===== config.mk =====
export PLATFORM = sky130hd
export DESIGN_NAME = spi_word_master
export DESIGN_NICKNAME = d
export VERILOG_FILES = /design/src/rtl/spi_word_pkg.sv /design/src/rtl/spi_half_tick.sv /design/src/rtl/spi_bit_seq.sv /design/src/rtl/spi_word_shifter.sv /design/src/rtl/spi_word_master.sv
export SDC_FILE = /design/constraint.sdc
export NUM_CORES = 1
export LEC_CHECK = 0
export ABC_AREA = 0
export BUFFER_PORTS_ARGS = -buffer_cell sky130_fd_sc_hd__clkbuf_2
export CORE_MARGIN = 2
export CORE_UTILIZATION = 55
export DETAILED_ROUTE_END_ITERATION = 8
export PLACE_DENSITY = 0.77
export RECOVER_POWER = 50
export SLEW_MARGIN = 20
export SYNTH_ARGS = -nofsm -noshare
export SYNTH_HDL_FRONTEND = slang
export SYNTH_HIERARCHICAL = 1
export SYNTH_SLANG_ARGS = --single-unit
export TNS_END_PERCENT = 30

===== constraint.sdc =====
create_clock -name clk -period 3.3 [get_ports clk]
set_clock_uncertainty 0.15 [all_clocks]
set_input_delay 0.66 -clock clk [delete_from_list [all_inputs] [get_ports clk]]
set_output_delay 0.66 -clock clk [all_outputs]
set_load 0.005 [all_outputs]

===== src/rtl/spi_word_pkg.sv =====
package spi_word_pkg;

  typedef enum logic [1:0] {
    SPI_MODE0 = 2'd0,
    SPI_MODE1 = 2'd1,
    SPI_MODE2 = 2'd2,
    SPI_MODE3 = 2'd3
  } spi_mode_e;

  function automatic logic mode_cpol(input logic [1:0] m);
    return m[1];
  endfunction

  function automatic logic mode_cpha(input logic [1:0] m);
    return m[0];
  endfunction

endpackage


===== src/rtl/spi_half_tick.sv =====
module spi_half_tick #(
  parameter int DIV_W = 8
) (
  input  logic             clk,
  input  logic             rst_n,
  input  logic             run,
  input  logic [DIV_W-1:0] div,
  output logic             tick
);

  logic [DIV_W-1:0] cnt;

  assign tick = run && (cnt == div);

  always_ff @(posedge clk or negedge rst_n) begin
    if (!rst_n)            cnt <= '0;
    else if (!run || tick) cnt <= '0;
    else                   cnt <= cnt + 1'b1;
  end


  tick_spacing_chk: assert property (@(posedge clk) disable iff (!rst_n)
    (tick && div != '0) |=> !tick);

endmodule


===== src/rtl/spi_bit_seq.sv =====
module spi_bit_seq #(
  parameter  int LEN_W = 5,
  localparam int EW    = LEN_W + 2
) (
  input  logic             clk,
  input  logic             rst_n,
  input  logic             start,
  input  logic             tick,
  input  logic             idle_cpol,
  input  logic             cpha,
  input  logic [LEN_W-1:0] nbits_m1,
  output logic             busy,
  output logic             sck_q,
  output logic             sample_en,
  output logic             shift_en,
  output logic             finish
);

  logic [EW-1:0] edge_idx;
  logic [EW-1:0] edge_last;
  logic          edge_now;
  logic          is_lead;

  assign edge_last = EW'({nbits_m1, 1'b0}) + EW'(2);
  assign edge_now  = busy && tick && (edge_idx != edge_last);
  assign finish    = busy && tick && (edge_idx == edge_last);
  assign is_lead   = ~edge_idx[0];

  always_comb begin
    if (cpha) begin
      sample_en = edge_now && !is_lead;
      shift_en  = edge_now && is_lead && (edge_idx != '0);
    end else begin
      sample_en = edge_now && is_lead;
      shift_en  = edge_now && !is_lead && (edge_idx != edge_last - EW'(1));
    end
  end

  always_ff @(posedge clk or negedge rst_n) begin
    if (!rst_n) begin
      busy     <= 1'b0;
      sck_q    <= 1'b0;
      edge_idx <= '0;
    end else if (start) begin
      busy     <= 1'b1;
      sck_q    <= idle_cpol;
      edge_idx <= '0;
    end else if (finish) begin
      busy     <= 1'b0;
    end else if (edge_now) begin
      sck_q    <= ~sck_q;
      edge_idx <= edge_idx + EW'(1);
    end
  end


  sck_moves_on_tick_chk: assert property (@(posedge clk) disable iff (!rst_n)
    (busy && $past(busy) && (sck_q != $past(sck_q))) |-> $past(tick));

endmodule


===== src/rtl/spi_word_shifter.sv =====
module spi_word_shifter #(
  parameter  int DATA_W = 32,
  localparam int LEN_W  = $clog2(DATA_W)
) (
  input  logic              clk,
  input  logic              rst_n,
  input  logic              start,
  input  logic [DATA_W-1:0] load_data,
  input  logic              busy,
  input  logic              lsb_first,
  input  logic [LEN_W-1:0]  nbits_m1,
  input  logic              shift_en,
  input  logic              sample_en,
  input  logic              miso,
  output logic              mosi,
  output logic [DATA_W-1:0] rx_word
);

  logic [DATA_W-1:0] tx_sh;
  logic [DATA_W-1:0] rx_sh;

  assign mosi    = busy ? (lsb_first ? tx_sh[0] : tx_sh[nbits_m1]) : 1'b0;
  assign rx_word = rx_sh;

  always_ff @(posedge clk or negedge rst_n) begin
    if (!rst_n) begin
      tx_sh <= '0;
      rx_sh <= '0;
    end else if (start) begin
      tx_sh <= load_data;
      rx_sh <= '0;
    end else begin
      if (shift_en)
        tx_sh <= lsb_first ? (tx_sh >> 1) : (tx_sh << 1);
      if (sample_en)
        rx_sh <= lsb_first ? ((rx_sh >> 1) | (DATA_W'(miso) << nbits_m1))
                           : {rx_sh[DATA_W-2:0], miso};
    end
  end


  mosi_steady_at_sample_chk: assert property (@(posedge clk) disable iff (!rst_n)
    (sample_en && !start) |=> $stable(mosi) || shift_en == 1'b0);

endmodule


===== src/rtl/spi_word_master.sv =====
module spi_word_master
  import spi_word_pkg::*;
#(
  parameter  int DATA_W = 32,
  parameter  int DIV_W  = 8,
  localparam int LEN_W  = $clog2(DATA_W)
) (
  input  logic              clk,
  input  logic              rst_n,
  input  logic              tx_valid,
  output logic              tx_ready,
  input  logic [DATA_W-1:0] tx_data,
  input  logic [LEN_W-1:0]  tx_len_m1,
  input  logic [1:0]        cfg_mode,
  input  logic              cfg_lsb_first,
  input  logic              cfg_cs_high,
  input  logic [DIV_W-1:0]  cfg_div,
  output logic              rx_valid,
  output logic [DATA_W-1:0] rx_data,
  output logic              sck,
  output logic              mosi,
  input  logic              miso,
  output logic              cs
);

  logic             accept;
  logic             busy;
  logic             tick;
  logic             sck_q;
  logic             sample_en;
  logic             shift_en;
  logic             finish;
  logic             cpha_q;
  logic             lsb_q;
  logic             csh_q;
  logic [DIV_W-1:0] div_q;
  logic [LEN_W-1:0] len_q;

  assign tx_ready = !busy;
  assign accept   = tx_valid && tx_ready;
  assign sck      = busy ? sck_q : mode_cpol(cfg_mode);
  assign cs       = busy ? csh_q : ~cfg_cs_high;

  always_ff @(posedge clk or negedge rst_n) begin
    if (!rst_n) begin
      cpha_q   <= 1'b0;
      lsb_q    <= 1'b0;
      csh_q    <= 1'b0;
      div_q    <= '0;
      len_q    <= '0;
      rx_valid <= 1'b0;
    end else begin
      rx_valid <= finish;
      if (accept) begin
        cpha_q <= mode_cpha(cfg_mode);
        lsb_q  <= cfg_lsb_first;
        csh_q  <= cfg_cs_high;
        div_q  <= cfg_div;
        len_q  <= tx_len_m1;
      end
    end
  end

  spi_half_tick #(.DIV_W(DIV_W)) u_tick (
    .clk  (clk),
    .rst_n(rst_n),
    .run  (busy),
    .div  (div_q),
    .tick (tick)
  );

  spi_bit_seq #(.LEN_W(LEN_W)) u_seq (
    .clk      (clk),
    .rst_n    (rst_n),
    .start    (accept),
    .tick     (tick),
    .idle_cpol(mode_cpol(cfg_mode)),
    .cpha     (cpha_q),
    .nbits_m1 (len_q),
    .busy     (busy),
    .sck_q    (sck_q),
    .sample_en(sample_en),
    .shift_en (shift_en),
    .finish   (finish)
  );

  spi_word_shifter #(.DATA_W(DATA_W)) u_shift (
    .clk      (clk),
    .rst_n    (rst_n),
    .start    (accept),
    .load_data(tx_data),
    .busy     (busy),
    .lsb_first(lsb_q),
    .nbits_m1 (len_q),
    .shift_en (shift_en),
    .sample_en(sample_en),
    .miso     (miso),
    .mosi     (mosi),
    .rx_word  (rx_data)
  );


  accept_blocks_chk: assert property (@(posedge clk) disable iff (!rst_n)
    accept |=> !tx_ready);


  done_with_ready_chk: assert property (@(posedge clk) disable iff (!rst_n)
    rx_valid |-> tx_ready);


  done_single_pulse_chk: assert property (@(posedge clk) disable iff (!rst_n)
    rx_valid |=> !rx_valid);


  rx_upper_zero_chk: assert property (@(posedge clk) disable iff (!rst_n)
    rx_valid |-> (({1'b0, rx_data} >> (LEN_W + 1)'(len_q + 1'b1)) == '0));

endmodule


### Word-level counts from Yosys, hierarchy flattened

Cells that the tools add are included.

| word-level totals | value |
|---|---|
| memory bits (read-only) | 0 |
| bits in latches | 0 |
| bits in writable memories | 0 |
| memories kept | 0 |
| output and inout bits | 37 |
| input port bits | 53 |
| register bits after elaboration | 98 |

| operators by class | value |
|---|---|
| reduce and logical (&&, ||, !) cells | 17 |
| $add $sub $neg | 4 |
| bitwise logic cells | 4 |
| mux-type cells | 23 |
| $mul | 0 |
| shifts and indexed selects | 1 |
| equal/unequal tests | 5 |
| div/mod/pow operators | 0 |
| magnitude comparators | 1 |

Operator list:

| kind | number |
|---|---|
| 32-bit two-way mux | 6 |
| 31-bit by 32-bit bitwise OR with 32-bit output | 1 |
| 1-bit by 5-bit << shifter with 32-bit output | 1 |
| 7-bit two-way mux | 3 |
| 7-bit != test | 2 |
| 1-bit two-way mux | 12 |
| 1-bit logical AND | 9 |
| 8-bit by 1-bit adder with 8-bit output, second input constant | 1 |
| 8-bit equality test | 1 |
| 8-bit two-way mux | 1 |
| 2-bit nonzero test | 4 |
| 6-bit by 2-bit adder with 7-bit output, second input constant | 1 |
| 7-bit by 1-bit adder with 7-bit output, second input constant | 1 |
| 7-bit equality test | 1 |
| 7-bit nonzero test | 1 |
| 7-bit by 1-bit subtractor with 7-bit output, second input constant | 1 |
| 5-bit by 6-bit less-than comparator with 1-bit output, second input constant | 1 |
| 1-bit binary-select mux with 5-bit select | 1 |
| 1-bit NOT | 3 |
| 2-bit != test, second input constant | 1 |
| 2-bit AND reduction | 1 |
| 1-bit zero test | 1 |
| 1-bit logical OR | 1 |

### Longest topological paths before layout

Gate-level depths: netlist of the first run.

| logic depth | value |
|---|---|
| depth after elaboration | 9 |
| mapped depth | 12 |

### By module

Netlist of the first run, hierarchy kept.

Modules (own cells, without submodules):

| module | cells each | seq. area each (µm²) | instances | area each (µm²) |
|---|---|---|---|---|
| spi_word_shifter | 441 | 1,601.5 | 1 | 3,938.8 |
| spi_bit_seq | 98 | 225.2 | 1 | 903.4 |
| spi_word_master | 40 | 425.4 | 1 | 700.7 |
| spi_half_tick | 46 | 200.2 | 1 | 500.5 |

### Worst setup path before layout of the first run

Ideal clock, no wire load.

| timing | value |
|---|---|
| kind | register to register |
| from | reg div_q[7] |
| to | reg u_shift.tx_sh[10] |
| setup time | 64 ps |
| arrival time | 2,794 ps |
| setup slack | 292 ps |
| stages on the path, launching flop included | 12 |
| path through | dfrtp_1 xor2_2 nor4_2 and3_1 nand2_1 o21bai_4 nor3_1 clkbuf_1 clkbuf_1 nor2_1 a211oi_1 a21o_1 |

| between the ends | value |
|---|---|
| cells in the longest elaborated chain, start to end | 8 |
| elaborated cells between the ends (all ways) | 10 |
| those cells by class | 1 x eq/ne; 1 x mux; 8 x reduce/logical |

Ends and longest elaborated chain:

| element | RTL line | text |
|---|---|---|
| start: declaration | spi_word_master.sv:36 | `logic [DIV_W-1:0] div_q;` |
| start signal: assignment | spi_word_master.sv:58 | `div_q <= cfg_div;` |
| 8-bit equality test * | spi_half_tick.sv:13 | `assign tick = run && (cnt == div);` |
| 1-bit logical AND * | spi_half_tick.sv:13 |  |
| via tick | spi_word_master.sv:28 | `logic tick;` |
| 1-bit logical AND * (2 in series) | spi_bit_seq.sv:25 | `assign edge_now = busy && tick && (edge_idx != edge_last);` |
| 1-bit logical AND (on tied branches) (2 in series) | spi_bit_seq.sv:35, spi_bit_seq.sv:32 |  |
| 1-bit two-way mux * | spi_bit_seq.sv:30 | `if (cpha) begin` |
| via shift_en | spi_word_master.sv:31 | `logic shift_en;` |
| 2-bit nonzero test (no line) * | -- |  |
| end signal: assignment | spi_word_shifter.sv:30 | `tx_sh <= load_data;` |
| end signal: assignment | spi_word_shifter.sv:34 | `tx_sh <= lsb_first ? (tx_sh >> 1) : (tx_sh << 1);` |
| end: declaration | spi_word_shifter.sv:19 | `logic [DATA_W-1:0] tx_sh;` |

Mark *: on every way through the listed nets, which the timed path passes. The rest lies on a longest branch.
A chain may end at the register's enable or synchronous reset.

### Worst setup path after layout of the first run

| timing | value |
|---|---|
| from | reg len_q[0] |
| to | out mosi |

| between the ends | value |
|---|---|
| cells in the longest elaborated chain, start to end | 4 |

Ends and longest elaborated chain:

| element | RTL line | text |
|---|---|---|
| start: declaration | spi_word_master.sv:37 | `logic [LEN_W-1:0] len_q;` |
| start signal: assignment | spi_word_master.sv:59 | `len_q <= tx_len_m1;` |
| 1-bit binary-select mux with 5-bit select | spi_word_shifter.sv:22 | `assign mosi = busy ? (lsb_first ? tx_sh[0] : tx_sh[nbits_m1]) : 1'b0;` |
| 1-bit two-way mux (implied by the code) | spi_word_shifter.sv:22 |  |
| 1-bit two-way mux (2 in series) | spi_word_shifter.sv:22 |  |
| end: declaration | spi_word_master.sv:21 | `output logic mosi,` |

Every way passes these cells. The select of a mux whose other input is x is not followed.

==> impl_results.html, run 1 <==
<table>
<tr><th>Metric</th><th>Value</th></tr>
<tr><th colspan="2">Die</th></tr>
<tr><td>Initial cell density of the core</td><td>0.560</td></tr>
<tr><td>Die ar.</td><td>11,800 µm²</td></tr>
<tr><td>Die Width</td><td>109 µm</td></tr>
<tr><td>Die boundary height</td><td>109 µm</td></tr>
<tr><td>Row cnt</td><td>38</td></tr>
<tr><td>Core ar.</td><td>10,800 µm²</td></tr>
<tr><td>Boundary pin count</td><td>90</td></tr>
<tr><th colspan="2">Pwr</th></tr>
<tr><td>Overall power</td><td>6.23 mW</td></tr>
<tr><td>Power Density</td><td>~920 nW/µm²</td></tr>
<tr><td>Largest voltage drop on the vdd net</td><td>0.434 mV</td></tr>
<tr><td>Leakage dissipation</td><td>between 3 and 4 nW</td></tr>
<tr><th colspan="2">Place</th></tr>
<tr><td>Post-detailed-placement half-perimeter wirelength</td><td>a little under 10 mm</td></tr>
<tr><td>Number of cells after detailed placement</td><td>828</td></tr>
<tr><td>Final GP Congestion</td><td>between 0.8 and 0.9</td></tr>
<tr><td>Count of port buffers added during placement</td><td>a little under 90</td></tr>
<tr><th colspan="2">Min path</th></tr>
<tr><td>Class of the tightest hold or removal check</td><td>primary input to register</td></tr>
<tr><td>Worst hold path depth</td><td>2</td></tr>
<tr><th colspan="2">Synth</th></tr>
<tr><td>Number of distinct library cells after synthesis</td><td>60</td></tr>
<tr><td>Top FF cell, synth</td><td>sky130_fd_sc_hd__dfrtp_1</td></tr>
<tr><td>Count of synthesis-stage warnings from yosys</td><td>6</td></tr>
<tr><td>Synthesized flop and latch total</td><td>~100</td></tr>
<tr><td>Largest family of logic cells by synthesized area</td><td>compound AO/OA/AOI/OAI gates</td></tr>
<tr><td>Cell types occupying the most area after synthesis</td><td>sky130_fd_sc_hd__dfrtp_1 (41%), sky130_fd_sc_hd__mux2i_1 (6.3%), sky130_fd_sc_hd__a21oi_1 (5.5%)</td></tr>
<tr><td>Share of async-settable or async-resettable flops after synthesis</td><td>1.00</td></tr>
<tr><td>Post-synth EDFFs</td><td>0</td></tr>
<tr><td>Per-instance average area after synthesis</td><td>a little under 10 µm²</td></tr>
<tr><td>Synthesized cell area</td><td>6040 µm²</td></tr>
<tr><td>Most frequent cell after synthesis</td><td>sky130_fd_sc_hd__dfrtp_1</td></tr>
<tr><td>Mux contribution to synthesized area</td><td>0.125</td></tr>
<tr><td>Syn Inst Count</td><td>625</td></tr>
<tr><td>Library cell with the largest summed area after synthesis</td><td>sky130_fd_sc_hd__dfrtp_1</td></tr>
<tr><td>Synth cell count leaders</td><td>sky130_fd_sc_hd__dfrtp_1 (98), sky130_fd_sc_hd__a21oi_1 (67), sky130_fd_sc_hd__nor2_1 (64)</td></tr>
<tr><td>Post-synthesis adder-cell area fraction</td><td>0.0104</td></tr>
<tr><td>Post-synth net total</td><td>around 680</td></tr>
<tr><td>Sequential share of the synthesized area</td><td>0.406</td></tr>
<tr><td>Synthesized-area fraction occupied by and/or/nand/nor cells</td><td>0.145</td></tr>
<tr><td>Fraction of post-synthesis cell area in the top cell type by area</td><td>0.406</td></tr>
<tr><td>Complex-gate fraction of the synthesized area</td><td>0.213</td></tr>
<tr><td>Synthesized-area fraction occupied by xor and xnor cells</td><td>0.0487</td></tr>
<tr><th colspan="2">Outcome</th></tr>
<tr><td>Run status</td><td>finished, violations left</td></tr>
<tr><td>Violated checks</td><td>max-capacitance violations, max-slew violations</td></tr>
<tr><th colspan="2">Timing</th></tr>
<tr><td>Fraction of the cycle the final worst path needs</td><td>0.956</td></tr>
<tr><td>Hold slack final</td><td>0.335 ns</td></tr>
<tr><td>Shortest clock period the worst path allows after layout</td><td>3.15 ns</td></tr>
<tr><td>Setup violators final</td><td>0</td></tr>
<tr><td>Final hold vios</td><td>0</td></tr>
<tr><td>F_max</td><td>0.317 GHz</td></tr>
<tr><td>Slew @ Worst Pin</td><td>1.53 ns</td></tr>
<tr><td>Max-slew violation count</td><td>18</td></tr>
<tr><td>Relative slew margins</td><td>-0.0205</td></tr>
<tr><td>Unrepaired setup endpoints after global routing</td><td>false</td></tr>
<tr><td>Setup TNS</td><td>0 ns</td></tr>
<tr><th colspan="2">Setup path</th></tr>
<tr><td>Crit end category</td><td>output port</td></tr>
<tr><td>Beginning of the worst register-to-register path</td><td>u_tick/cnt[4]</td></tr>
<tr><td>Top fanout value on the critical path</td><td>10</td></tr>
<tr><td>Critical-path top delay cell</td><td>sky130_fd_sc_hd__mux4_1</td></tr>
<tr><td>Chain of cells forming the critical path</td><td>mux4_1, mux2_2, a211oi_2, a32oi_1, clkbuf_2</td></tr>
<tr><td>Required time at the endpoint of the critical path</td><td>between 2 and 2.5 ns</td></tr>
<tr><td>Cell family with the largest share of critical-path delay</td><td>multiplexers</td></tr>
<tr><td>CP Depth</td><td>5</td></tr>
<tr><td>Crit path DAT</td><td>2.34 ns</td></tr>
<tr><td>CP Class</td><td>register to output port</td></tr>
<tr><td>Terminus of the critical flop-to-flop path</td><td>u_shift/rx_word[3]</td></tr>
<tr><td>Critical path buffer and inverter count</td><td>1</td></tr>
<tr><td>Worst setup path start</td><td>len_q[0]</td></tr>
<tr><td>R2R depth</td><td>10</td></tr>
<tr><td>Endpoint of the most critical setup path</td><td>mosi</td></tr>
<tr><td>Stage delay of the slowest cell on the critical path</td><td>approximately 0.60 ns</td></tr>
<tr><td>CP startpoint kind</td><td>register</td></tr>
<tr><td>Flop2flop setup slack</td><td>between 0.2 and 0.3 ns</td></tr>
<tr><th colspan="2">Clock network</th></tr>
<tr><td>Clock sink count</td><td>98</td></tr>
<tr><td>Resize count post-CTS</td><td>0</td></tr>
<tr><td>Clock Tree Buf Depth</td><td>2</td></tr>
<tr><td>Clk Latency, worst-skew pair</td><td>around 0.37 ns</td></tr>
<tr><td>Root Buffer</td><td>sky130_fd_sc_hd__clkbuf_8</td></tr>
<tr><td>Clock transition at path regs</td><td>roughly 0.09 ns</td></tr>
<tr><td>Number of buffers inserted to repair setup after CTS</td><td>0</td></tr>
<tr><td>TritonCTS clock tree</td><td>built</td></tr>
<tr><td>H-Tree Depth</td><td>3</td></tr>
<tr><td>CTS buffer count</td><td>9</td></tr>
<tr><td>Number of hold-repair buffers added at the cts stage</td><td>0</td></tr>
<tr><th colspan="2">Drt</th></tr>
<tr><td>Aggregate routed wire length</td><td>14.3 mm</td></tr>
<tr><td>Total number of vias</td><td>between 5,000 and 6,000</td></tr>
<tr><td>Post-detailed-route DRC marker count</td><td>0</td></tr>
<tr><td>Routed wire per std cell</td><td>16.9 µm</td></tr>
<tr><td>Number of detailed-route iterations in the first pass</td><td>5</td></tr>
<tr><td>Number of vias per cell after detailed routing</td><td>5.97</td></tr>
<tr><td>Initial DRC Count</td><td>between 400 and 500</td></tr>
<tr><td>Antenna-violating nets left</td><td>0</td></tr>
<tr><th colspan="2">Finish</th></tr>
<tr><td>Final Net Count</td><td>between 700 and 800</td></tr>
<tr><td>Total inserted antenna cells</td><td>0</td></tr>
<tr><td>Area Growth Syn to Fin</td><td>11.8%</td></tr>
<tr><td>Filler cell count in the final layout</td><td>948</td></tr>
<tr><td>Final Instance Count excl. Fillers</td><td>844</td></tr>
<tr><td>Core occupancy in the finished layout</td><td>0.626</td></tr>
<tr><td>Share of layout cells above drive strength 1</td><td>0.226</td></tr>
<tr><th colspan="2">GRT</th></tr>
<tr><td>Via count of the first global-routing pass</td><td>4,750</td></tr>
<tr><td>Largest net degree at the start of global routing</td><td>65</td></tr>
<tr><td>Total gr overflow</td><td>0</td></tr>
<tr><td>Combined global-route utilization of all metal layers</td><td>0.253</td></tr>
<tr><td>First-pass GRT wire length</td><td>about 23 mm</td></tr>
<tr><td>Number of antenna violations at the first check in global routing</td><td>0</td></tr>
<tr><th colspan="2">Run</th></tr>
<tr><td># Max-Cap Violations</td><td>1</td></tr>
</table>
[where the power goes]
part | internal, mW | total (mW) | switching (mW) | leakage (nW)
registers | 1.73 | 2.43 | 0.706 | 1.26
clock network | 0.370 | 0.774 | 0.404 | 0.0974
logic | 1.47 | 3.02 | 1.55 | 1.77
[layout make-up]
class | count | area, µm² | share of cell area
sequential | 98 | 2460 | 0.364
multi-input combinational | 469 | 3270 | 0.484
clock inverter | 3 | 40.0 | 0.00593
inverter | 8 | 30.0 | 0.00445
clock buffer | 13 | 149 | 0.0220
tap | 140 | 175 | 0.0259
timing repair buffer | 113 | 636 | 0.0941
[cells by family (layout without fill, tap and decap cells)]
family,count (synthesis),after routing
AND/OR/NAND/NOR,181,181
multiplexers,62,62
flip-flops,98,98
adder cells (fa/ha/maj),5,5
buffers and inverters,58,137
AO/OA/AOI/OAI,193,193
XOR/XNOR,28,28
[layout by cell type (no fill, tap or decap), drive strengths merged, types with 10 or more instances in the layout]
master  Yosys  layout
a21oi      67      67
a21o       25      25
dfrtp      98      98
xor2       19      19
mux2i      38      38
buf        16      21
nand3      10      10
a211o      31      31
nand2      61      61
nor2       66      66
o21ai      25      25
a211oi     30      30
mux2       19      19
clkbuf     32     105
[layer usage]
layer | GRT usage | share of wire | wire (µm)
met1 | 0.339 | 0.45 | 6410
met2 | 0.407 | 0.48 | 6930
met3 | 0.0442 | 0.045 | 646
met4 | 0.103 | 0.023 | 323
met5 | 0 | 0 | 0
[worst min path at each step]
| stage | startpoint | to |
|---|---|---|
| after detailed placement | csh_q | csh_q |
| final | tx_data[8] | u_shift/tx_sh[8] |
| after CTS | rst_n | len_q[0] |
| after floorplan | rst_n | cpha_q |
| after global routing | tx_data[7] | u_shift/tx_sh[7] |
| after global placement | csh_q | csh_q |
[through the flow]
stage	setup WS [ns]	cell area (µm²)
finish	0.146	6760
global route	0.0276	6760
detailed placement	0.351	6610
CTS	0.157	6800
global placement	0.435	6610
floorplan	0.292	6040
[registers in the layout, summed over array words and instances (netlist names)]
| signal | flops |
|---|---|
| u_tick/cnt | 8 |
| u_seq/sck_q | 1 |
| u_seq/busy | 1 |
| div_q | 8 |
| len_q | 5 |
| csh_q | 1 |
| lsb_q | 1 |
| rx_valid | 1 |
| cpha_q | 1 |
| u_shift/tx_sh | 32 |
| u_seq/edge_idx | 7 |
| u_shift/rx_word | 32 |
[worst reg2reg max path: stages, from the launching register on]
cell,delay [ns]
sky130_fd_sc_hd__dfrtp_1,0.45
sky130_fd_sc_hd__xor2_1,0.17
sky130_fd_sc_hd__nor4_2,0.35
sky130_fd_sc_hd__and3_1,0.25
sky130_fd_sc_hd__nand2_1,0.15
sky130_fd_sc_hd__o21bai_4,0.24
sky130_fd_sc_hd__nor3_1,0.38
sky130_fd_sc_hd__inv_2,0.05
sky130_fd_sc_hd__buf_4,0.29
sky130_fd_sc_hd__a211o_1,0.34
sky130_fd_sc_hd__a21oi_1,0.13
Power figures use the tool's default switching activity.
==> inputs of run 2 (changes only) <==
Settings changed: ABC_AREA 0 to 1, BUFFER_PORTS_ARGS -buffer_cell sky130_fd_sc_hd__clkbuf_2 to not set, DONT_BUFFER_PORTS set to 1, PLACE_DENSITY 0.77 to 0.7.
==> run 2 against run 1 <==
  * The flow now finishes without violations
  * Clock power up 0.5%
  * Synthesized area up 1.6%
  * Wire length up 10%
  * Register-to-register slack better by 0.04 ns
  * Worst setup slack better by 0.11 ns
  * Count of clock-buffer cells in the layout down 2
  * First-iteration DRC count up 14%
==> impl_results.html, run 2 <==
<table>
<tr><th>Metric</th><th>Value</th></tr>
<tr><th colspan="2">Setup path</th></tr>
<tr><td>CP Depth</td><td>7 (+2)</td></tr>
<tr><td>Most frequent CP cell</td><td>sky130_fd_sc_hd__nand3_1</td></tr>
<tr><td>Crit end category</td><td>output port</td></tr>
<tr><td>Critical-path top delay cell</td><td>sky130_fd_sc_hd__dfrtp_1</td></tr>
<tr><td>Crit path DAT</td><td>2.24 ns (-0.10 ns)</td></tr>
<tr><td>Required time at the endpoint of the critical path</td><td>2.49 ns (about the same)</td></tr>
<tr><td>R2R depth</td><td>16 (+6)</td></tr>
<tr><td>Stage delay of the slowest cell on the critical path</td><td>0.60 ns (about the same)</td></tr>
<tr><td>Chain of cells forming the critical path</td><td>buf_4, inv_2, nand3_1, nand3_1, nand3_1, nand2_1, a21oi_1</td></tr>
<tr><td>Top fanout value on the critical path</td><td>17 (+7)</td></tr>
<tr><td>Cell family with the largest share of critical-path delay</td><td>flip-flops</td></tr>
<tr><td>Critical path buffer and inverter count</td><td>2 (+1)</td></tr>
<tr><td>CP startpoint kind</td><td>register</td></tr>
<tr><td>CP Class</td><td>register to output port</td></tr>
<tr><th colspan="2">Drt</th></tr>
<tr><td>Aggregate routed wire length</td><td>15.8 mm (+10%)</td></tr>
<tr><td>Antenna-violating nets left</td><td>0 (unchanged)</td></tr>
<tr><td>Total number of vias</td><td>5,646 (+12%)</td></tr>
<tr><td>Initial DRC Count</td><td>530 (+14%)</td></tr>
<tr><td>Number of detailed-route iterations in the first pass</td><td>5 (unchanged)</td></tr>
<tr><td>Routed wire per std cell</td><td>16.7 µm (-1.4%)</td></tr>
<tr><td>Number of vias per cell after detailed routing</td><td>5.98 (+0.20%)</td></tr>
<tr><td>Post-detailed-route DRC marker count</td><td>0 (unchanged)</td></tr>
<tr><th colspan="2">Timing</th></tr>
<tr><td>Shortest clock period the worst path allows after layout</td><td>3.05 ns (-0.105 ns)</td></tr>
<tr><td>Unrepaired setup endpoints after global routing</td><td>false</td></tr>
<tr><td>F_max</td><td>0.328 GHz (+3.5%)</td></tr>
<tr><td>Relative slew margins</td><td>0.567 (+0.588)</td></tr>
<tr><td>Slew @ Worst Pin</td><td>0.647 ns (-0.880 ns)</td></tr>
<tr><td>Final hold vios</td><td>0 (unchanged)</td></tr>
<tr><td>Setup TNS</td><td>0 ns (unchanged)</td></tr>
<tr><td>Setup violators final</td><td>0 (unchanged)</td></tr>
<tr><td>Max-slew violation count</td><td>0 (-18)</td></tr>
<tr><td>Fraction of the cycle the final worst path needs</td><td>0.924 (-0.0319)</td></tr>
<tr><th colspan="2">Outcome</th></tr>
<tr><td>Run status</td><td>finished, final reports clean</td></tr>
<tr><th colspan="2">Die</th></tr>
<tr><td>Boundary pin count</td><td>90 (unchanged)</td></tr>
<tr><td>Core ar.</td><td>10,900 µm² (+0.88%)</td></tr>
<tr><td>Die boundary height</td><td>110 µm (+0.78%)</td></tr>
<tr><td>Initial cell density of the core</td><td>0.564 (+0.00407)</td></tr>
<tr><td>Row cnt</td><td>38 (unchanged)</td></tr>
<tr><td>Die Width</td><td>110 µm (+0.78%)</td></tr>
<tr><td>Die ar.</td><td>12,000 µm² (+1.6%)</td></tr>
<tr><th colspan="2">GRT</th></tr>
<tr><td>First-pass GRT wire length</td><td>26.3 mm (+13%)</td></tr>
<tr><td>Via count of the first global-routing pass</td><td>5,379 (+13%)</td></tr>
<tr><td>Combined global-route utilization of all metal layers</td><td>0.279 (+0.0260)</td></tr>
<tr><td>Largest net degree at the start of global routing</td><td>99 (+52%)</td></tr>
<tr><td>Number of antenna violations at the first check in global routing</td><td>0 (unchanged)</td></tr>
<tr><td>Total gr overflow</td><td>0 (unchanged)</td></tr>
<tr><th colspan="2">Pwr</th></tr>
<tr><td>Largest voltage drop on the vdd net</td><td>0.480 mV (+11%)</td></tr>
<tr><td>Power Density</td><td>841 nW/µm² (-8.7%)</td></tr>
<tr><td>Switching component of the power</td><td>2.58 mW (-3.1%)</td></tr>
<tr><td>Portion of total power attributed to sequential cells</td><td>0.390 (about the same)</td></tr>
<tr><td>Leakage dissipation</td><td>2.99 nW (-4.5%)</td></tr>
<tr><td>Internal Pwr Total</td><td>2.79 mW (-22%)</td></tr>
<tr><td>Combinational share of power</td><td>0.465 (-0.020)</td></tr>
<tr><td>Net switching share of the total power</td><td>0.480 (+0.0532)</td></tr>
<tr><td>Portion of total power attributed to the clock network</td><td>0.145 (+0.021)</td></tr>
<tr><th colspan="2">Finish</th></tr>
<tr><td>Filler cell count in the final layout</td><td>1,017 (+7.3%)</td></tr>
<tr><td>Final Instance Count excl. Fillers</td><td>944 (+12%)</td></tr>
<tr><td>Commonest cells after routing, fill and taps aside</td><td>sky130_fd_sc_hd__nand2_1 (166), sky130_fd_sc_hd__nand3_1 (126), sky130_fd_sc_hd__inv_1 (102), sky130_fd_sc_hd__dfrtp_1 (97), sky130_fd_sc_hd__a21oi_1 (50)</td></tr>
<tr><td>Share of layout cells above drive strength 1</td><td>0.0933 (-0.133)</td></tr>
<tr><td>Most common cell after layout, fill and taps aside</td><td>sky130_fd_sc_hd__nand2_1</td></tr>
<tr><td>Total inserted antenna cells</td><td>0 (unchanged)</td></tr>
<tr><td>Area Growth Syn to Fin</td><td>3.89%</td></tr>
<tr><td>Final Net Count</td><td>858 (+13%)</td></tr>
<tr><th colspan="2">Synth</th></tr>
<tr><td>Cell types occupying the most area after synthesis</td><td>sky130_fd_sc_hd__dfrtp_1 (40%), sky130_fd_sc_hd__nand3_1 (10%), sky130_fd_sc_hd__nand2_1 (10%)</td></tr>
<tr><td>Most frequent cell after synthesis</td><td>sky130_fd_sc_hd__nand2_1</td></tr>
<tr><td>Post-synth EDFFs</td><td>0 (unchanged)</td></tr>
<tr><td>Fraction of post-synthesis cell area in the top cell type by area</td><td>0.399 (-0.00645)</td></tr>
<tr><td>Sequential share of the synthesized area</td><td>0.399 (-0.00645)</td></tr>
<tr><td>Share of async-settable or async-resettable flops after synthesis</td><td>1.00 (unchanged)</td></tr>
<tr><td>Post-synth net total</td><td>876 (+28%)</td></tr>
<tr><td>Synth cell count leaders</td><td>sky130_fd_sc_hd__nand2_1 (164), sky130_fd_sc_hd__nand3_1 (126), sky130_fd_sc_hd__inv_1 (102)</td></tr>
<tr><td>Number of distinct library cells after synthesis</td><td>38 (-37%)</td></tr>
<tr><td>Synthesized cell area</td><td>6140 µm² (+1.6%)</td></tr>
<tr><td>Top FF cell, synth</td><td>sky130_fd_sc_hd__dfrtp_1</td></tr>
<tr><td>Library cell with the largest summed area after synthesis</td><td>sky130_fd_sc_hd__dfrtp_1</td></tr>
<tr><td>Count of synthesis-stage warnings from yosys</td><td>6 (unchanged)</td></tr>
<tr><td>Syn Inst Count</td><td>818 (+31%)</td></tr>
<tr><td>Per-instance average area after synthesis</td><td>7.51 µm² (-22%)</td></tr>
<tr><td>Synthesized flop and latch total</td><td>98 (unchanged)</td></tr>
<tr><th colspan="2">Clock network</th></tr>
<tr><td>Clock transition at path regs</td><td>0.11 ns (+0.02 ns)</td></tr>
<tr><td>H-Tree Depth</td><td>3 (unchanged)</td></tr>
<tr><td>Clock Tree Buf Depth</td><td>2 (unchanged)</td></tr>
<tr><td>TritonCTS clock tree</td><td>built</td></tr>
<tr><td>Clk Latency, worst-skew pair</td><td>0.39 ns (+0.02 ns)</td></tr>
<tr><td>Resize count post-CTS</td><td>0 (unchanged)</td></tr>
<tr><td>CTS buffer count</td><td>9 (unchanged)</td></tr>
<tr><td>Root Buffer</td><td>sky130_fd_sc_hd__clkbuf_8</td></tr>
<tr><td>Clock sink count</td><td>98 (unchanged)</td></tr>
<tr><th colspan="2">Place</th></tr>
<tr><td>Final GP Congestion</td><td>0.962 (+19%)</td></tr>
<tr><td>Post-detailed-placement half-perimeter wirelength</td><td>10.9 mm (+12%)</td></tr>
<tr><td>Number of cells after detailed placement</td><td>928 (+12%)</td></tr>
<tr><td>Count of port buffers added during placement</td><td>0 (-100%)</td></tr>
<tr><th colspan="2">Run</th></tr>
<tr><td># Max-Cap Violations</td><td>0 (-1)</td></tr>
<tr><th colspan="2">Min path</th></tr>
<tr><td>Class of the tightest hold or removal check</td><td>primary input to async pin</td></tr>
</table>
run 2: cell types whose count changed in the layout (fill, tap and decap cells not counted), sizes merged, moves of 19 or more:
| cell | previous run | this run |
|---|---|---|
| a211o | 31 | 0 |
| a211oi | 30 | 2 |
| a21o | 25 | 0 |
| a32oi | 1 | 21 |
| clkbuf | 105 | 11 |
| inv | 8 | 110 |
| mux2 | 19 | 0 |
| mux2i | 38 | 0 |
| nand2 | 61 | 181 |
| nand3 | 10 | 129 |
| nand4 | 2 | 25 |
| nor2 | 66 | 34 |
| o211ai | 0 | 30 |
| o21ai | 25 | 56 |
run 2: logic make-up (layout without fill, tap and decap cells):
group | Yosys count | in the layout | share of synthesized area
buf+inv | 161 | 147 | 0.114
flops | 98 | 98 | 0.399
compound gates | 162 | 162 | 0.162
simple gates | 380 | 380 | 0.298
fa+ha+maj | 5 | 5 | 0.0102
xor+xnor | 12 | 12 | 0.0171
run 2: power groups by stage:
| stage | Clock [mW] | Combinational (mW) | Sequential (mW) |
|---|---|---|---|
| 4_1_cts | 0.790 | 2.48 | 2.09 |
| 6_report | 0.778 | 2.49 | 2.09 |
| 3_3_place_gp | 0 | 2.36 | 2.10 |
| 5_1_grt | 0.844 | 2.84 | 2.17 |
| 3_5_place_dp | 0 | 2.43 | 2.12 |
| 2_1_floorplan | 0 | 2.04 | 1.95 |
run 2: final timing paths:
kind | slack (ns) | startpoint | to
min | 0.04 | rst_n | u_shift/rx_word[30]
max reg2reg | 0.31 | len_q[0] | u_shift/tx_sh[7]
min reg2reg | 0.34 | csh_q | csh_q
max | 0.25 | len_q[2] | mosi
min in group clk | 0.26 | cfg_div[6] | div_q[6]
max in group asynchronous | 2.56 | rst_n | lsb_q
run 2: per-layer routing:
| layer | track usage | vias up | part of all wire |
|---|---|---|---|
| met2 | 0.431 | 199 | 0.46 |
| met1 | 0.388 | 2697 | 0.44 |
| met3 | 0.0456 | 30 | 0.070 |
| met4 | 0.119 | 0 | 0.024 |
| met5 | 0 | - | 0 |
| li1 | - | 2720 | - |
run 2: timing repair:
action                    in CTS  in global routing
hold endpoints to repair      98                  0
setup buffers                  0                  0
hold buffers                   1                  0
run 2: worst register-to-register path, delay by kind of cell (launching register included):
kind | cells | cell delay, ns
buffers and inverters | 4 | 0.84
flip-flops | 1 | 0.40
AND/OR/NAND/NOR | 11 | 1.39
AO/OA/AOI/OAI | 1 | 0.07
run 2: layout make-up:
cell class | count | area, µm² | area share
Clock inverter | 4 | 53.8 | 0.00843
Inverter | 112 | 425 | 0.0667
Tap cell | 140 | 175 | 0.0275
Multi-Input combinational cell | 559 | 2970 | 0.466
Clock buffer | 11 | 131 | 0.0206
Sequential cell | 98 | 2450 | 0.385
Timing Repair Buffer | 20 | 170 | 0.0267
run 2: through the flow:
stage	hold slack (ns)	setup slack (ns)	utilization	power [mW]	instance area [µm²]
floorplan	0.214	0.740	-	3.99	6140
global placement	0.218	0.492	0.569	4.46	6190
detailed placement	0.219	0.359	0.569	4.55	6190
CTS	0.0581	0.305	0.588	5.36	6400
global route	0.0821	0.0442	0.586	5.85	6380
finish	0.0445	0.251	0.586	5.37	6380
==> inputs of run 3 (changes only) <==
Settings changed: CORE_ASPECT_RATIO set to 0.7.
==> run 3 against run 2 <==
  * Largest cell class unchanged
  * Final cell count rose by 1.3%
  * Combinational power grew 2%
  * Design area up 1.9%
  * Hold slack gained 0.26 ns
  * The flow now finishes with violations (max-capacitance violations, max-slew violations)
  * Critical path depth increased by 10
  * Wire length increased by 5.1%
  * Count of clock-buffer cells in the layout is the same
  * First-iteration DRC count grew 17%
  * Via count grew 2.6%
  * Core utilization increased by 0.86 points
  * Power up 6.6%
  * Critical endpoint is now u_shift/tx_sh[16]
==> impl_results.html, run 3 (synthesized netlist as in run 2, its figures left out) <==
<table>
<tr><th>Metric</th><th>Value</th></tr>
<tr><th colspan="2">Outcome</th></tr>
<tr><td>Run status</td><td>finished, violations left</td></tr>
<tr><td>Violated checks</td><td>max-capacitance violations, max-slew violations</td></tr>
<tr><th colspan="2">Min path</th></tr>
<tr><td>Hold path startpoint</td><td>cfg_div[2]</td></tr>
<tr><td>Hold path endpoint</td><td>div_q[2]</td></tr>
<tr><td>Worst hold path depth</td><td>2</td></tr>
<tr><td>Class of the tightest hold or removal check</td><td>primary input to register</td></tr>
<tr><th colspan="2">Finish</th></tr>
<tr><td>Most common cell after layout, fill and taps aside</td><td>sky130_fd_sc_hd__nand2_1</td></tr>
<tr><td>Final Net Count</td><td>856 (-0.23%)</td></tr>
<tr><td>Post-Layout Inst Area</td><td>6500 µm² (+1.9%)</td></tr>
<tr><td>Sequential cell area</td><td>2450 µm² (unchanged)</td></tr>
<tr><td>Area taken by multi-input logic gates</td><td>3000 µm² (+1.0%)</td></tr>
<tr><td>Total inserted antenna cells</td><td>0 (unchanged)</td></tr>
<tr><td>Final Instance Count excl. Fillers</td><td>956 (+1.3%)</td></tr>
<tr><td>Filler cell count in the final layout</td><td>1,018 (+0.098%)</td></tr>
<tr><td>Area Growth Syn to Fin</td><td>5.83%</td></tr>
<tr><td>Share of layout cells above drive strength 1</td><td>0.0946 (+0.00136)</td></tr>
<tr><td>Commonest cells after routing, fill and taps aside</td><td>sky130_fd_sc_hd__nand2_1 (165), sky130_fd_sc_hd__nand3_1 (126), sky130_fd_sc_hd__inv_1 (102), sky130_fd_sc_hd__dfrtp_1 (97), sky130_fd_sc_hd__a21oi_1 (50)</td></tr>
<tr><th colspan="2">Pwr</th></tr>
<tr><td>Leakage dissipation</td><td>3.03 nW (+1.3%)</td></tr>
<tr><td>Overall power</td><td>5.72 mW (+6.6%)</td></tr>
<tr><td>Power Density</td><td>880 nW/µm² (+4.6%)</td></tr>
<tr><td>Largest voltage drop on the vdd net</td><td>0.502 mV (+4.4%)</td></tr>
<tr><th colspan="2">Setup path</th></tr>
<tr><td>Beginning of the worst register-to-register path</td><td>len_q[0]</td></tr>
<tr><td>Crit end category</td><td>register</td></tr>
<tr><td>Chain of cells forming the critical path</td><td>ha_1, inv_2, nand2_2, nand2_2, nand2_1, nand2_1, nand2_2, nor2_4, nand2_4, nand2_4, nor2_1, nand3_1, nand2_1, nor2_4, buf_6, a21oi_1, a32oi_1</td></tr>
<tr><td>Crit path DAT</td><td>3.27 ns (+1.03 ns)</td></tr>
<tr><td>Critical-path top delay cell</td><td>sky130_fd_sc_hd__nor2_4</td></tr>
<tr><td>Stage delay of the slowest cell on the critical path</td><td>0.52 ns (-0.08 ns)</td></tr>
<tr><td>Top fanout value on the critical path</td><td>24 (+7)</td></tr>
<tr><td>Flop2flop setup slack</td><td>0.13 ns (-0.18 ns)</td></tr>
<tr><td>Terminus of the critical flop-to-flop path</td><td>u_shift/tx_sh[16]</td></tr>
<tr><td>R2R depth</td><td>17 (+1)</td></tr>
<tr><td>Required time at the endpoint of the critical path</td><td>3.41 ns (+0.92 ns)</td></tr>
<tr><td>CP startpoint kind</td><td>register</td></tr>
<tr><td>CP Class</td><td>register to register</td></tr>
<tr><th colspan="2">GRT</th></tr>
<tr><td>Via count of the first global-routing pass</td><td>5,426 (+0.87%)</td></tr>
<tr><td>Met1 Use GR</td><td>0.410 (+0.0226)</td></tr>
<tr><td>Met2 Resource Use GR</td><td>0.409 (-0.0224)</td></tr>
<tr><td>Number of antenna violations at the first check in global routing</td><td>0 (unchanged)</td></tr>
<tr><td>Total gr overflow</td><td>0 (unchanged)</td></tr>
<tr><td>Combined global-route utilization of all metal layers</td><td>0.283 (+0.00457)</td></tr>
<tr><td>Largest net degree at the start of global routing</td><td>99 (unchanged)</td></tr>
<tr><td>First-pass GRT wire length</td><td>27.0 mm (+2.8%)</td></tr>
<tr><td>Met3 layer usage reported by global route</td><td>0.0728 (+0.0271)</td></tr>
<tr><td>Busiest layer in global routing</td><td>met1</td></tr>
<tr><th colspan="2">Clock network</th></tr>
<tr><td>H-Tree Depth</td><td>3 (unchanged)</td></tr>
<tr><td>Clk Latency, worst-skew pair</td><td>0.35 ns (-0.04 ns)</td></tr>
<tr><td>Clock transition at path regs</td><td>0.07 ns (-0.04 ns)</td></tr>
<tr><td>Clock Tree Buf Depth</td><td>2 (unchanged)</td></tr>
<tr><td>Number of buffers inserted to repair setup after CTS</td><td>0 (unchanged)</td></tr>
<tr><td>CTS buffer count</td><td>9 (unchanged)</td></tr>
<tr><td>Root Buffer</td><td>sky130_fd_sc_hd__clkbuf_16</td></tr>
<tr><td>Clock sink count</td><td>98 (unchanged)</td></tr>
<tr><td>TritonCTS clock tree</td><td>built</td></tr>
<tr><th colspan="2">Timing</th></tr>
<tr><td>Max-slew violation count</td><td>99 (+99)</td></tr>
<tr><td>Setup violators final</td><td>0 (unchanged)</td></tr>
<tr><td>Unrepaired setup endpoints after global routing</td><td>false</td></tr>
<tr><td>Final worst setup slack</td><td>0.134 ns (-0.117 ns)</td></tr>
<tr><td>Slew @ Worst Pin</td><td>2.20 ns (+1.56 ns)</td></tr>
<tr><td>Relative slew margins</td><td>-0.469 (-1.04)</td></tr>
<tr><td>Shortest clock period the worst path allows after layout</td><td>3.17 ns (+0.117 ns)</td></tr>
<tr><td>Fraction of the cycle the final worst path needs</td><td>0.959 (+0.0354)</td></tr>
<tr><td>F_max</td><td>0.316 GHz (-3.7%)</td></tr>
<tr><td>Final hold vios</td><td>0 (unchanged)</td></tr>
<tr><td>Hold slack final</td><td>0.303 ns (+0.258 ns)</td></tr>
<tr><th colspan="2">Die</th></tr>
<tr><td>Boundary pin count</td><td>90 (unchanged)</td></tr>
<tr><td>Die Width</td><td>130 µm (+19%)</td></tr>
<tr><td>Die ar.</td><td>12,000 µm² (+0.11%)</td></tr>
<tr><td>Die boundary height</td><td>92.4 µm (-16%)</td></tr>
<tr><td>Row cnt</td><td>32 (-16%)</td></tr>
<tr><td>Core ar.</td><td>10,900 µm² (+0.39%)</td></tr>
<tr><td>Initial cell density of the core</td><td>0.562 (-0.00220)</td></tr>
<tr><th colspan="2">Drt</th></tr>
<tr><td>Antenna-violating nets left</td><td>0 (unchanged)</td></tr>
<tr><td>Aggregate routed wire length</td><td>16.6 mm (+5.1%)</td></tr>
<tr><td>Number of detailed-route iterations in the first pass</td><td>7 (+2)</td></tr>
<tr><td>Initial DRC Count</td><td>621 (+17%)</td></tr>
<tr><td>Number of vias per cell after detailed routing</td><td>6.06 (+1.3%)</td></tr>
<tr><td>Routed wire per std cell</td><td>17.4 µm (+3.8%)</td></tr>
<tr><td>Total number of vias</td><td>5,790 (+2.6%)</td></tr>
<tr><td>Post-detailed-route DRC marker count</td><td>0 (unchanged)</td></tr>
<tr><th colspan="2">Place</th></tr>
<tr><td>Cell area after placement</td><td>6190 µm² (about the same)</td></tr>
<tr><td>Post-Place Setup Slack</td><td>-0.0874 ns (-0.447 ns)</td></tr>
<tr><td>Final GP Congestion</td><td>0.869 (-9.7%)</td></tr>
<tr><td>Number of cells after detailed placement</td><td>938 (+1.1%)</td></tr>
<tr><td>Post-detailed-placement half-perimeter wirelength</td><td>11.3 mm (+3.2%)</td></tr>
<tr><td>Count of port buffers added during placement</td><td>0 (unchanged)</td></tr>
<tr><th colspan="2">Run</th></tr>
<tr><td># Max-Cap Violations</td><td>1 (+1)</td></tr>
</table>
run 3: area by class of cell:
cell class,count,share of cell area
Multi-Input combinational cell,560,0.462
Sequential cell,98,0.378
Inverter,112,0.0653
Clock buffer,11,0.0374
Tap cell,153,0.0295
Timing Repair Buffer,17,0.0193
Clock inverter,5,0.00943
run 3: how the worst max path moves through the flow:
stage / start / endpoint / slack [ns] / cells after the start
6_report: len_q[0] / u_shift/tx_sh[16] / 0.13 / 17
5_1_grt: len_q[0] / u_shift/tx_sh[16] / 0.02 / 17
4_1_cts: len_q[0] / u_shift/tx_sh[16] / 0.17 / 17
3_5_place_dp: len_q[0] / u_shift/tx_sh[16] / -0.09 / 16
3_3_place_gp: len_q[0] / u_shift/tx_sh[19] / 0.13 / 16
2_1_floorplan: len_q[1] / u_shift/tx_sh[10] / 0.74 / 16
run 3: power breakdown:
group / internal, mW / switching (mW)
Clock: 0.613 / 0.471
Combinational: 0.821 / 1.71
Sequential: 1.63 / 0.477
run 3: critical path, delay by kind of cell (launching register included):
| family | cells | cell delay [ns] |
|---|---|---|
| flip-flops | 1 | 0.43 |
| adder cells (fa/ha/maj) | 1 | 0.29 |
| AO/OA/AOI/OAI | 2 | 0.28 |
| buffers and inverters | 2 | 0.33 |
| AND/OR/NAND/NOR | 12 | 1.59 |
run 3: layer usage:
layer,vias up,share of wire
li1,2724,-
met1,2749,0.44
met2,277,0.44
met3,40,0.089
met4,0,0.029
met5,-,0
run 3: metrics by stage:
step,TNS [ns],utilization
floorplan,0,-
global placement,0,0.566
detailed placement,-0.319,0.566
CTS,0,0.597
global route,0,0.595
finish,0,0.595
run 3: what timing repair did:
action,4_1_cts,5_1_grt
endpoints found under the hold margin,98,0
pin swaps,1,1
hold buffers,1,0
resized for setup,0,2
gates cloned,1,0
endpoints found under the setup margin,5,4
